--- src/rtl/vpf_pkg.sv ---
`timescale 1ns/1ps
// Package: shared types for the video prefetch fetch controller.
// Assumes: nothing beyond the controller using these encodings.
package vpf_pkg;

    // Fetch sequencer states.
    typedef enum logic [1:0] {
        VPF_IDLE = 2'd0,
        VPF_WAIT = 2'd1,
        VPF_REQ  = 2'd2
    } vpf_state_e;

endpackage

--- src/rtl/vpf_geom.sv ---
`timescale 1ns/1ps
// Module: vpf_geom
// Keeps the fetch-side copy of the image geometry: words left in the
// current line and lines left in the image. Derives words per line by
// rounding the pixel width up to whole 16-pixel words.
// Assumes: load and step never coincide, and width and height are nonzero
// when load is asserted.
module vpf_geom #(
    parameter int PXW = 14,
    parameter int HW  = 12
) (
    input  logic           clk,
    input  logic           rst_n,
    input  logic           load,
    input  logic [PXW-1:0] width_px,
    input  logic [HW-1:0]  height,
    input  logic           step,
    output logic           line_end,
    output logic           last_word
);
    localparam int CW = PXW - 3;

    logic [CW-1:0] wpl_next;
    logic [CW-1:0] wpl_q;
    logic [CW-1:0] col_q;
    logic [HW-1:0] row_q;

    // Words per line: whole words plus one for a partial word.
    always_comb begin
        wpl_next = CW'(width_px >> 4) + CW'(|width_px[3:0]);
    end

    // Count words within the line and lines within the image.
    always_ff @(posedge clk) begin
        if (!rst_n) begin
            wpl_q <= '0;
            col_q <= '0;
            row_q <= '0;
        end else if (load) begin
            wpl_q <= wpl_next;
            col_q <= wpl_next;
            row_q <= height;
        end else if (step) begin
            if (col_q == CW'(1)) begin
                col_q <= wpl_q;
                row_q <= row_q - HW'(1);
            end else begin
                col_q <= col_q - CW'(1);
            end
        end
    end

    // Flag the final word of a line and of the image.
    always_comb begin
        line_end  = (col_q == CW'(1));
        last_word = line_end && (row_q == HW'(1));
    end

    // a word is never fetched with an exhausted countdown.
    a_r3_count_live: assert property (@(posedge clk) disable iff (!rst_n)
        step |-> (col_q != '0) && (row_q != '0));

endmodule

--- src/rtl/vpf_addr.sv ---
`timescale 1ns/1ps
// Module: vpf_addr
// Generates the word address stream: +1 within a line, and line start
// plus pitch at each line end. Pitch is captured together with the base.
// Assumes: load and step never coincide; addresses wrap modulo 2^AW.
module vpf_addr #(
    parameter int AW = 24
) (
    input  logic          clk,
    input  logic          rst_n,
    input  logic          load,
    input  logic [AW-1:0] base,
    input  logic [AW-1:0] pitch,
    input  logic          step,
    input  logic          line_end,
    output logic [AW-1:0] addr
);
    logic [AW-1:0] addr_q;
    logic [AW-1:0] line_q;
    logic [AW-1:0] pitch_q;

    // Advance the current and line-start addresses.
    always_ff @(posedge clk) begin
        if (!rst_n) begin
            addr_q  <= '0;
            line_q  <= '0;
            pitch_q <= '0;
        end else if (load) begin
            addr_q  <= base;
            line_q  <= base;
            pitch_q <= pitch;
        end else if (step) begin
            if (line_end) begin
                addr_q <= line_q + pitch_q;
                line_q <= line_q + pitch_q;
            end else begin
                addr_q <= addr_q + AW'(1);
            end
        end
    end

    // Drive the address output.
    always_comb begin
        addr = addr_q;
    end

    // the line start moves only at a line end.
    a_r4_line_stable: assert property (@(posedge clk) disable iff (!rst_n)
        (step && !line_end) |=> $stable(line_q));

    // the address moves only on a fetched word or a new image.
    a_r4_addr_hold: assert property (@(posedge clk) disable iff (!rst_n)
        (!step && !load) |=> $stable(addr_q));

endmodule

--- src/rtl/vpf_status.sv ---
`timescale 1ns/1ps
// Module: vpf_status
// Holds the busy, prefetch and sticky error flags.
// Assumes: accept and reject are mutually exclusive, and done only occurs
// while busy.
module vpf_status (
    input  logic clk,
    input  logic rst_n,
    input  logic accept,
    input  logic reject,
    input  logic done,
    input  logic vseq_running,
    output logic busy,
    output logic prefetch,
    output logic err
);
    // Busy spans from an accepted start to the final acknowledge.
    always_ff @(posedge clk) begin
        if (!rst_n)      busy <= 1'b0;
        else if (accept) busy <= 1'b1;
        else if (done)   busy <= 1'b0;
    end

    // Prefetch spans from the start to sequencer running or completion.
    always_ff @(posedge clk) begin
        if (!rst_n)                    prefetch <= 1'b0;
        else if (accept)               prefetch <= 1'b1;
        else if (vseq_running || done) prefetch <= 1'b0;
    end

    // Error latches any refused start until reset.
    always_ff @(posedge clk) begin
        if (!rst_n)      err <= 1'b0;
        else if (reject) err <= 1'b1;
    end

    // the error flag never falls outside reset.
    a_r11_err_sticky: assert property (@(posedge clk) disable iff (!rst_n)
        err |=> err);

    // prefetch is only ever a sub-window of busy.
    a_r8_pref_in_busy: assert property (@(posedge clk) disable iff (!rst_n)
        prefetch |-> busy);

endmodule

--- src/rtl/vpf_fetch_ctrl.sv ---
`timescale 1ns/1ps
// Module: vpf_fetch_ctrl (top)
// Fills a video FIFO from memory for one image region per start write.
// Issues single-word requests only when the FIFO has a free slot, and
// pushes each acknowledged word straight into the FIFO.
// Assumes: fifo_level counts a pushed word from the next cycle on and is
// otherwise only lowered by the consumer; mem_ack only while mem_req.
module vpf_fetch_ctrl #(
    parameter int AW    = 24,
    parameter int PXW   = 14,
    parameter int HW    = 12,
    parameter int DW    = 16,
    parameter int DEPTH = 8,
    localparam int LVLW = $clog2(DEPTH + 1)
) (
    input  logic            clk,
    input  logic            rst_n,
    input  logic            img_wr,
    input  logic [AW-1:0]   img_base,
    input  logic [PXW-1:0]  img_width_px,
    input  logic [HW-1:0]   img_height,
    input  logic [AW-1:0]   img_pitch,
    input  logic            vseq_running,
    input  logic [LVLW-1:0] fifo_level,
    output logic            mem_req,
    output logic [AW-1:0]   mem_addr,
    input  logic            mem_ack,
    input  logic [DW-1:0]   mem_rdata,
    output logic            fifo_push,
    output logic [DW-1:0]   fifo_wdata,
    output logic            pf_busy,
    output logic            pf_prefetch,
    output logic            pf_error
);
    import vpf_pkg::*;

    vpf_state_e state_q;
    vpf_state_e state_d;
    logic       dims_ok;
    logic       accept;
    logic       reject;
    logic       room;
    logic       step;
    logic       line_end;
    logic       last_word;
    logic       done;

    // Classify a start write and the fetch events of this cycle.
    always_comb begin
        dims_ok = (img_width_px != '0) && (img_height != '0);
        accept  = img_wr && (state_q == VPF_IDLE) && dims_ok;
        reject  = img_wr && !accept;
        room    = fifo_level < LVLW'(DEPTH);
        step    = (state_q == VPF_REQ) && mem_ack;
        done    = step && last_word;
    end

    // Next-state logic for the request sequencer.
    always_comb begin
        state_d = state_q;
        case (state_q)
            VPF_IDLE: if (accept) state_d = VPF_WAIT;
            VPF_WAIT: if (room)   state_d = VPF_REQ;
            VPF_REQ:  if (mem_ack) state_d = done ? VPF_IDLE : VPF_WAIT;
            default:  state_d = VPF_IDLE;
        endcase
    end

    // State register.
    always_ff @(posedge clk) begin
        if (!rst_n) state_q <= VPF_IDLE;
        else        state_q <= state_d;
    end

    // Memory and FIFO side outputs.
    always_comb begin
        mem_req    = (state_q == VPF_REQ);
        fifo_push  = step;
        fifo_wdata = mem_rdata;
    end

    vpf_geom #(.PXW(PXW), .HW(HW)) u_geom (
        .clk       (clk),
        .rst_n     (rst_n),
        .load      (accept),
        .width_px  (img_width_px),
        .height    (img_height),
        .step      (step),
        .line_end  (line_end),
        .last_word (last_word)
    );

    vpf_addr #(.AW(AW)) u_addr (
        .clk      (clk),
        .rst_n    (rst_n),
        .load     (accept),
        .base     (img_base),
        .pitch    (img_pitch),
        .step     (step),
        .line_end (line_end),
        .addr     (mem_addr)
    );

    vpf_status u_status (
        .clk          (clk),
        .rst_n        (rst_n),
        .accept       (accept),
        .reject       (reject),
        .done         (done),
        .vseq_running (vseq_running),
        .busy         (pf_busy),
        .prefetch     (pf_prefetch),
        .err          (pf_error)
    );

    // never request into a full FIFO.
    a_r5_room: assert property (@(posedge clk) disable iff (!rst_n)
        mem_req |-> (fifo_level < LVLW'(DEPTH)));

    // a pending request holds with a stable address.
    a_r5_hold: assert property (@(posedge clk) disable iff (!rst_n)
        (mem_req && !mem_ack) |=> (mem_req && $stable(mem_addr)));

    // no memory traffic outside a busy window.
    a_r7_idle_quiet: assert property (@(posedge clk) disable iff (!rst_n)
        !pf_busy |-> !mem_req);

    // busy and prefetch come up together.
    a_r2_rise: assert property (@(posedge clk) disable iff (!rst_n)
        $rose(pf_busy) |-> pf_prefetch);

endmodule

--- config.mk ---
export PLATFORM = sky130hd
export DESIGN_NAME = vpf_fetch_ctrl
export DESIGN_NICKNAME = d
export VERILOG_FILES = /design/src/rtl/vpf_pkg.sv /design/src/rtl/vpf_geom.sv /design/src/rtl/vpf_addr.sv /design/src/rtl/vpf_status.sv /design/src/rtl/vpf_fetch_ctrl.sv
export SDC_FILE = /design/constraint.sdc
export NUM_CORES = 1
export LEC_CHECK = 0
export ABC_AREA = 1
export BUFFER_PORTS_ARGS = -buffer_cell sky130_fd_sc_hd__buf_2
export CORE_MARGIN = 2
export CORE_UTILIZATION = 57
export DETAILED_ROUTE_END_ITERATION = 7
export GPL_ROUTABILITY_DRIVEN = 0
export PLACE_DENSITY = 0.88
export SETUP_SLACK_MARGIN = 0.2
export SYNTH_ARGS = -nofsm -noshare
export SYNTH_HDL_FRONTEND = slang
export SYNTH_SLANG_ARGS = --single-unit
export TNS_END_PERCENT = 20
--- constraint.sdc ---
create_clock -name clk -period 2.89 [get_ports clk]
set_clock_uncertainty 0.2 [all_clocks]
set_input_delay 0 -clock clk [delete_from_list [all_inputs] [get_ports clk]]
set_output_delay 0 -clock clk [all_outputs]
set_load 0.01 [all_outputs]
Word-level counts from Yosys, hierarchy flattened
Index checks and enable logic that the tools add are counted.
Word-level totals
  register bits: 111
  word-level logic and storage cells: 63
Operators by class
  add/sub/neg operators: 5
  $lt $le $gt $ge: 1
  equality and inequality tests: 7
  muxes and demuxes: 21
  reductions and logical operators: 19
Operators by type and width (count)
  $mux 24: 6
  $mux 12: 3
  $mux 11: 3
  $add 24x1->24 const B: 1
  $add 24x24->24: 1
  $reduce_bool 14->1: 1
  $eq 12x1->1 const B: 1
  $reduce_bool 12->1: 1
  $sub 12x1->12 const B: 1
  $add 10x1->11: 1
  $eq 11x1->1 const B: 1
  $sub 11x1->11 const B: 1
  $reduce_bool 2->1: 4
  $logic_and 1x1->1: 7
  $mux 2: 3
  $pmux 2 s3: 1
  $mux 1: 5
  $lt 4x4->1 const B: 1
  $ne 2x2->1 const B: 2
  $reduce_or 4->1: 1
  $reduce_and 3->1: 1
  $eq 2x1->1 const B: 1
  $eq 2x2->1 const B: 1
  $logic_not 2->1: 1
  4 further kinds: 4

Longest topological paths before layout
  depth after elaboration: 6
  gate-level depth with buffers: 15
  gate-level depth less buffers: 15

Modules after synthesis
A second synthesis with hierarchy kept.
Second synthesis, totals
  cells, all modules: 1324
  area total of the unflattened synthesis: 7998.9 sq um
By module, submodules not included
  vpf_addr: times used 1, cells each 872, area an instance 5237.5 sq um, seq. area each 1441.4 sq um
  vpf_geom: times used 1, cells each 372, area an instance 2272.2 sq um, seq. area each 680.7 sq um
  vpf_fetch_ctrl: times used 1, cells each 67, area an instance 379.1 sq um, seq. area each 40.0 sq um
  vpf_status: times used 1, cells each 13, area an instance 110.1 sq um, seq. area each 60.1 sq um

Least setup slack after synthesis
No wires, ideal clock.
  kind: reg-to-reg
  from: reg u_addr.pitch_q[0]
  to: reg u_addr.line_q[18]
  arrival: 1.680 ns
  path slack: 0.891 ns
  cell stages (with the launch flop): 14
  path buffers: 0
  period minus slack after synthesis: 1.999 ns
  cells stage by stage: dfxtp_1 -> ha_1 -> inv_1 -> fa_1 -> inv_1 -> nand3_1 -> nand2_1 -> a21oi_1 -> o21bai_1 -> nand2_1 -> nand2_1 -> nand2_1 -> nand3_1 -> a21oi_1
Between the ends
  cells in the longest elaborated chain, start to end: 4
Ends and longest elaborated chain
  from (decl): RTL line vpf_addr.sv:20  | logic [AW-1:0] pitch_q;
  from (signal assigned): RTL line vpf_addr.sv:31  | pitch_q <= pitch;
  $add 24x24->24: RTL line vpf_addr.sv:35  | line_q <= line_q + pitch_q;
  $mux 24: RTL line vpf_addr.sv:33  | if (line_end) begin
  $mux 24: RTL line vpf_addr.sv:32  | end else if (step) begin
  $mux 24: RTL line vpf_addr.sv:28  | end else if (load) begin
  to (signal assigned): RTL line vpf_addr.sv:30  | line_q <= base;
  to (signal assigned): RTL line vpf_addr.sv:35
  to (decl): RTL line vpf_addr.sv:19  | logic [AW-1:0] line_q;
Every way passes these cells. The select of a mux whose other input is x is not followed.
A chain may end at the register's enable or synchronous reset.

Worst setup path after layout
  from: in img_width_px[0]
  to: reg u_geom.wpl_q[5]
Between the ends
  cells in the longest elaborated chain, start to end: 3
  elaborated cells on any way between the ends: 5
Ends and longest elaborated chain
  from (decl): RTL line vpf_fetch_ctrl.sv:20  | input logic [PXW-1:0] img_width_px,
  parallel branches: the longest is 3 deep, another holds $add 10x1->11
  to (signal assigned): RTL line vpf_geom.sv:40  | wpl_q <= wpl_next;
  to (decl): RTL line vpf_geom.sv:24  | logic [CW-1:0] wpl_q;
Several ways; the timed one is not identified.

==> qor.yml <==
worst_setup_path:
  ff2ff_setup_slack_ns: 0.34
  path_class: "input pin to register"
  rr_worst_depth: 8
  arrival_ns: 2.67
  rr_endpoint: "u_geom.wpl_q[5]"
  endpoint_kind: "register"
  crit_fanout: 3
  startpoint_type: "input pin"
  cp.required_ns: 2.90
  reg2reg_from: "state_q[0]"
detailed_routing:
  vias: 8704
  remaining_drc_errors: 0
  wl_per_cell_um: 15.65
  first_pass_iters: 5
  detail-route-antenna-nets: 0
  drt_iter0_drc: 976
  viasPerCell: 5.615
  drt-total-wl_um: 24260
layout:
  finalNetCount: 1499
  nFillCells: 1030
  area_growth_pct: 22.83
  antenna_cells: 0
  drive_gt1_frac: 0.1259
  final_cell_count_no_fill: 1550
cts:
  cts_tree: "done"
  htreeDepth: 3
  clock_path_buffers: 2
  clk_latency_ns: 0.36
  cts_buffers: 9
  clkSinkCount: 111
  clk_pin_slew_ns: 0.07
  clock-root-buffer: "clkbuf_16"
grt:
  overflow: 0
  grt_pass1_vias: 8116
  grt_pass1_wl_um: 37900
  antenna_found_initial: 0
  grt_usage: 0.3304
  grt_start_max_net_pins: 64
power:
  vdd_ir_drop_max_uv: 446.8
  power_density_nw_per_um2: 651.1
  p_leak_nw: 4.458
die:
  ios: 144
  die_h_um: 120.0
  dieArea_um2: 14390
  coreArea_um2: 13190
  std_cell_rows: 42
  die_x_um: 120.0
  start_util: 0.5812
sta:
  min_period_ns: 2.665
  maxSlewViolCount: 0
  post-route-period-util: 0.9222
  finalSetupTns_ns: 0
  tightest_slew_ns: 0.9597
  relSlewSlack: 0.3592
  fmax_mhz: 375.2
  hold_viol: 0
  rsz0062_at_grt: "no"
  setup_viol: 0
synthesis:
  synth_cell_type_count: 45
  synthXorXnorAreaFrac: 0.04227
  synthArstFlopShare: 0
  synth_adder_area_share: 0.05157
  synthTopCellsByArea: "dfxtp_1 (29%), nand2_1 (16%), a21oi_1 (6.9%)"
  ys.flop_type: "dfxtp_1"
  yosysWarnings: 0
  synth_compound_area_frac: 0.1701
  synthMuxAreaShare: 0
  synth_cells: 1199
  syn_avg_cell_area_um2: 6.394
  synth-edff-count: 0
  ys_ff_latch: 111
  netlist_area_um2: 7666
  synth_top_family_by_area: "simple AND/OR/NAND/NOR gates"
  synth_top_area_frac: 0.2899
  synth_top_cell_by_area: "dfxtp_1"
  yosys.area_share.simple: 0.3289
  syn_nets: 1329
  yosysSeqAreaShare: 0.2899
worst_hold_path:
  min_path_type: "input pin to register"
  hold_depth: 4
  min-delay-start: "img_pitch[7]"
  hold_end: "u_addr.pitch_q[7]"
placement:
  numPortBuffers: 108
  numPlacedInstances: 1433
  hpwl_um: 15760
flow_run:
  max-cap-violations: 0
status:
  status: "finished clean"
==> state kept, by name, indices dropped and copies added, names as in the netlist, 2 cells and up <==
| signal | flops |
|---|---|
| u_addr.pitch_q | 24 |
| u_geom.row_q | 12 |
| u_geom.wpl_q | 11 |
| u_addr.addr | 24 |
| u_geom.col_q | 11 |
| u_addr.line_q | 24 |
| state_q | 2 |
==> cell families (layout without fill, tap and decap cells) <==
group,count (synthesis),count (layout)
simple gates,583,583
compound gates,240,240
buf+inv,197,372
flops,111,111
xor+xnor,37,37
fa+ha+maj,31,31
==> synth_stat cells (2+ instances only) <==
cell	count
or2_1	3
a21oi_1	105
buf_8	2
buf_4	19
o21bai_1	9
nand3_2	2
xor2_1	24
inv_1	131
inv_2	6
clkbuf_1	13
o21ai_0	85
nand3_1	85
nand2_4	3
o31ai_1	2
xnor2_1	13
nand3b_1	8
dfxtp_1	111
nor2_4	3
nor3_1	11
ha_1	30
nor2_1	107
o211ai_1	9
buf_2	17
nor2_2	5
or2_2	4
a31oi_1	17
nand2_1	323
o21ai_1	6
o221ai_1	2
nand2_2	5
nor3_2	6
nand4_1	16
buf_6	5
==> cell usage in the layout (no fill, tap or decap), types with 17 or more instances in the layout <==
cell type,instances
a31oi_1,17
buf_2,108
ha_1,29
nand2_1,323
o21ai_0,85
inv_1,131
dfxtp_1,111
nand3_1,85
nor2_1,106
dlygate4sd3_1,98
a21oi_1,105
xor2_1,24
==> report_power, final <==
part	switching (mW)	internal, mW
clock	0.615	0.592
combinational	1.71	1.02
sequential	0.337	1.86
total	2.66	3.47
==> worst max-delay path, cell delays in order <==
cell           delay, ns
dlygate4sd3_1       0.57
buf_2               0.12
nor2_1              0.04
nand2_1             0.08
ha_2                0.20
nand4_1             0.17
nor2_2              0.20
nand2_1             0.06
dlygate4sd3_1       0.55
nand2_1             0.10
dlygate4sd3_1       0.55
a21oi_1             0.05
==> worst max-delay path by stage <==
stage               depth (start not counted)                end              start
finish                                     12    u_geom.wpl_q[5]    img_width_px[0]
detailed placement                          9    u_geom.col_q[4]         state_q[0]
floorplan                                  13  u_addr.line_q[18]  u_addr.pitch_q[0]
global route                               12    u_geom.wpl_q[5]    img_width_px[1]
CTS                                         8    u_geom.wpl_q[5]         state_q[0]
global placement                            9    u_geom.col_q[4]         state_q[0]
==> area by class of cell <==
type | instances | area [um2] | share of cell area
clock buffers | 10 | 229.0 | 0.02432
flip-flops and latches | 111 | 2222 | 0.2360
well taps | 176 | 220.2 | 0.02339
multi-input cells | 891 | 4557 | 0.4839
inverters | 139 | 528.0 | 0.05607
repair buffers | 217 | 1617 | 0.1717
clock inverters | 6 | 43.79 | 0.004651
==> stage by stage <==
stage | total power, mW | cell area, um2 | hold slack [ns] | setup WS [ns] | utilization
floorplan | 4.104 | 7666 | -0.1082 | 0.8907 | -
global placement | 4.666 | 8135 | -0.1999 | 0.6037 | 0.6168
detailed placement | 4.740 | 8135 | -0.1999 | 0.5488 | 0.6168
CTS | 6.043 | 9389 | 0.1699 | 0.3608 | 0.7118
global route | 6.543 | 9417 | 0.2442 | 0.1123 | 0.7139
finish | 6.131 | 9417 | 0.2258 | 0.2247 | 0.7139
==> routing by layer <==
metal,track usage,vias up,wire (um)
li1,-,4242,-
met2,0.5629,465,11510
met5,0,-,0
met1,0.3930,3893,9422
met3,0.05751,104,2019
met4,0.1824,0,1307
==> repair_timing <==
item / in CTS / in global routing
resized for setup: 0 / 2
hold endpoints to repair: 124 / 0
hold buffers: 98 / 0
endpoints found under the setup margin: 0 / 1
buffers inserted: 0 / 3
No activity file was read; power rests on OpenSTA's default activity.
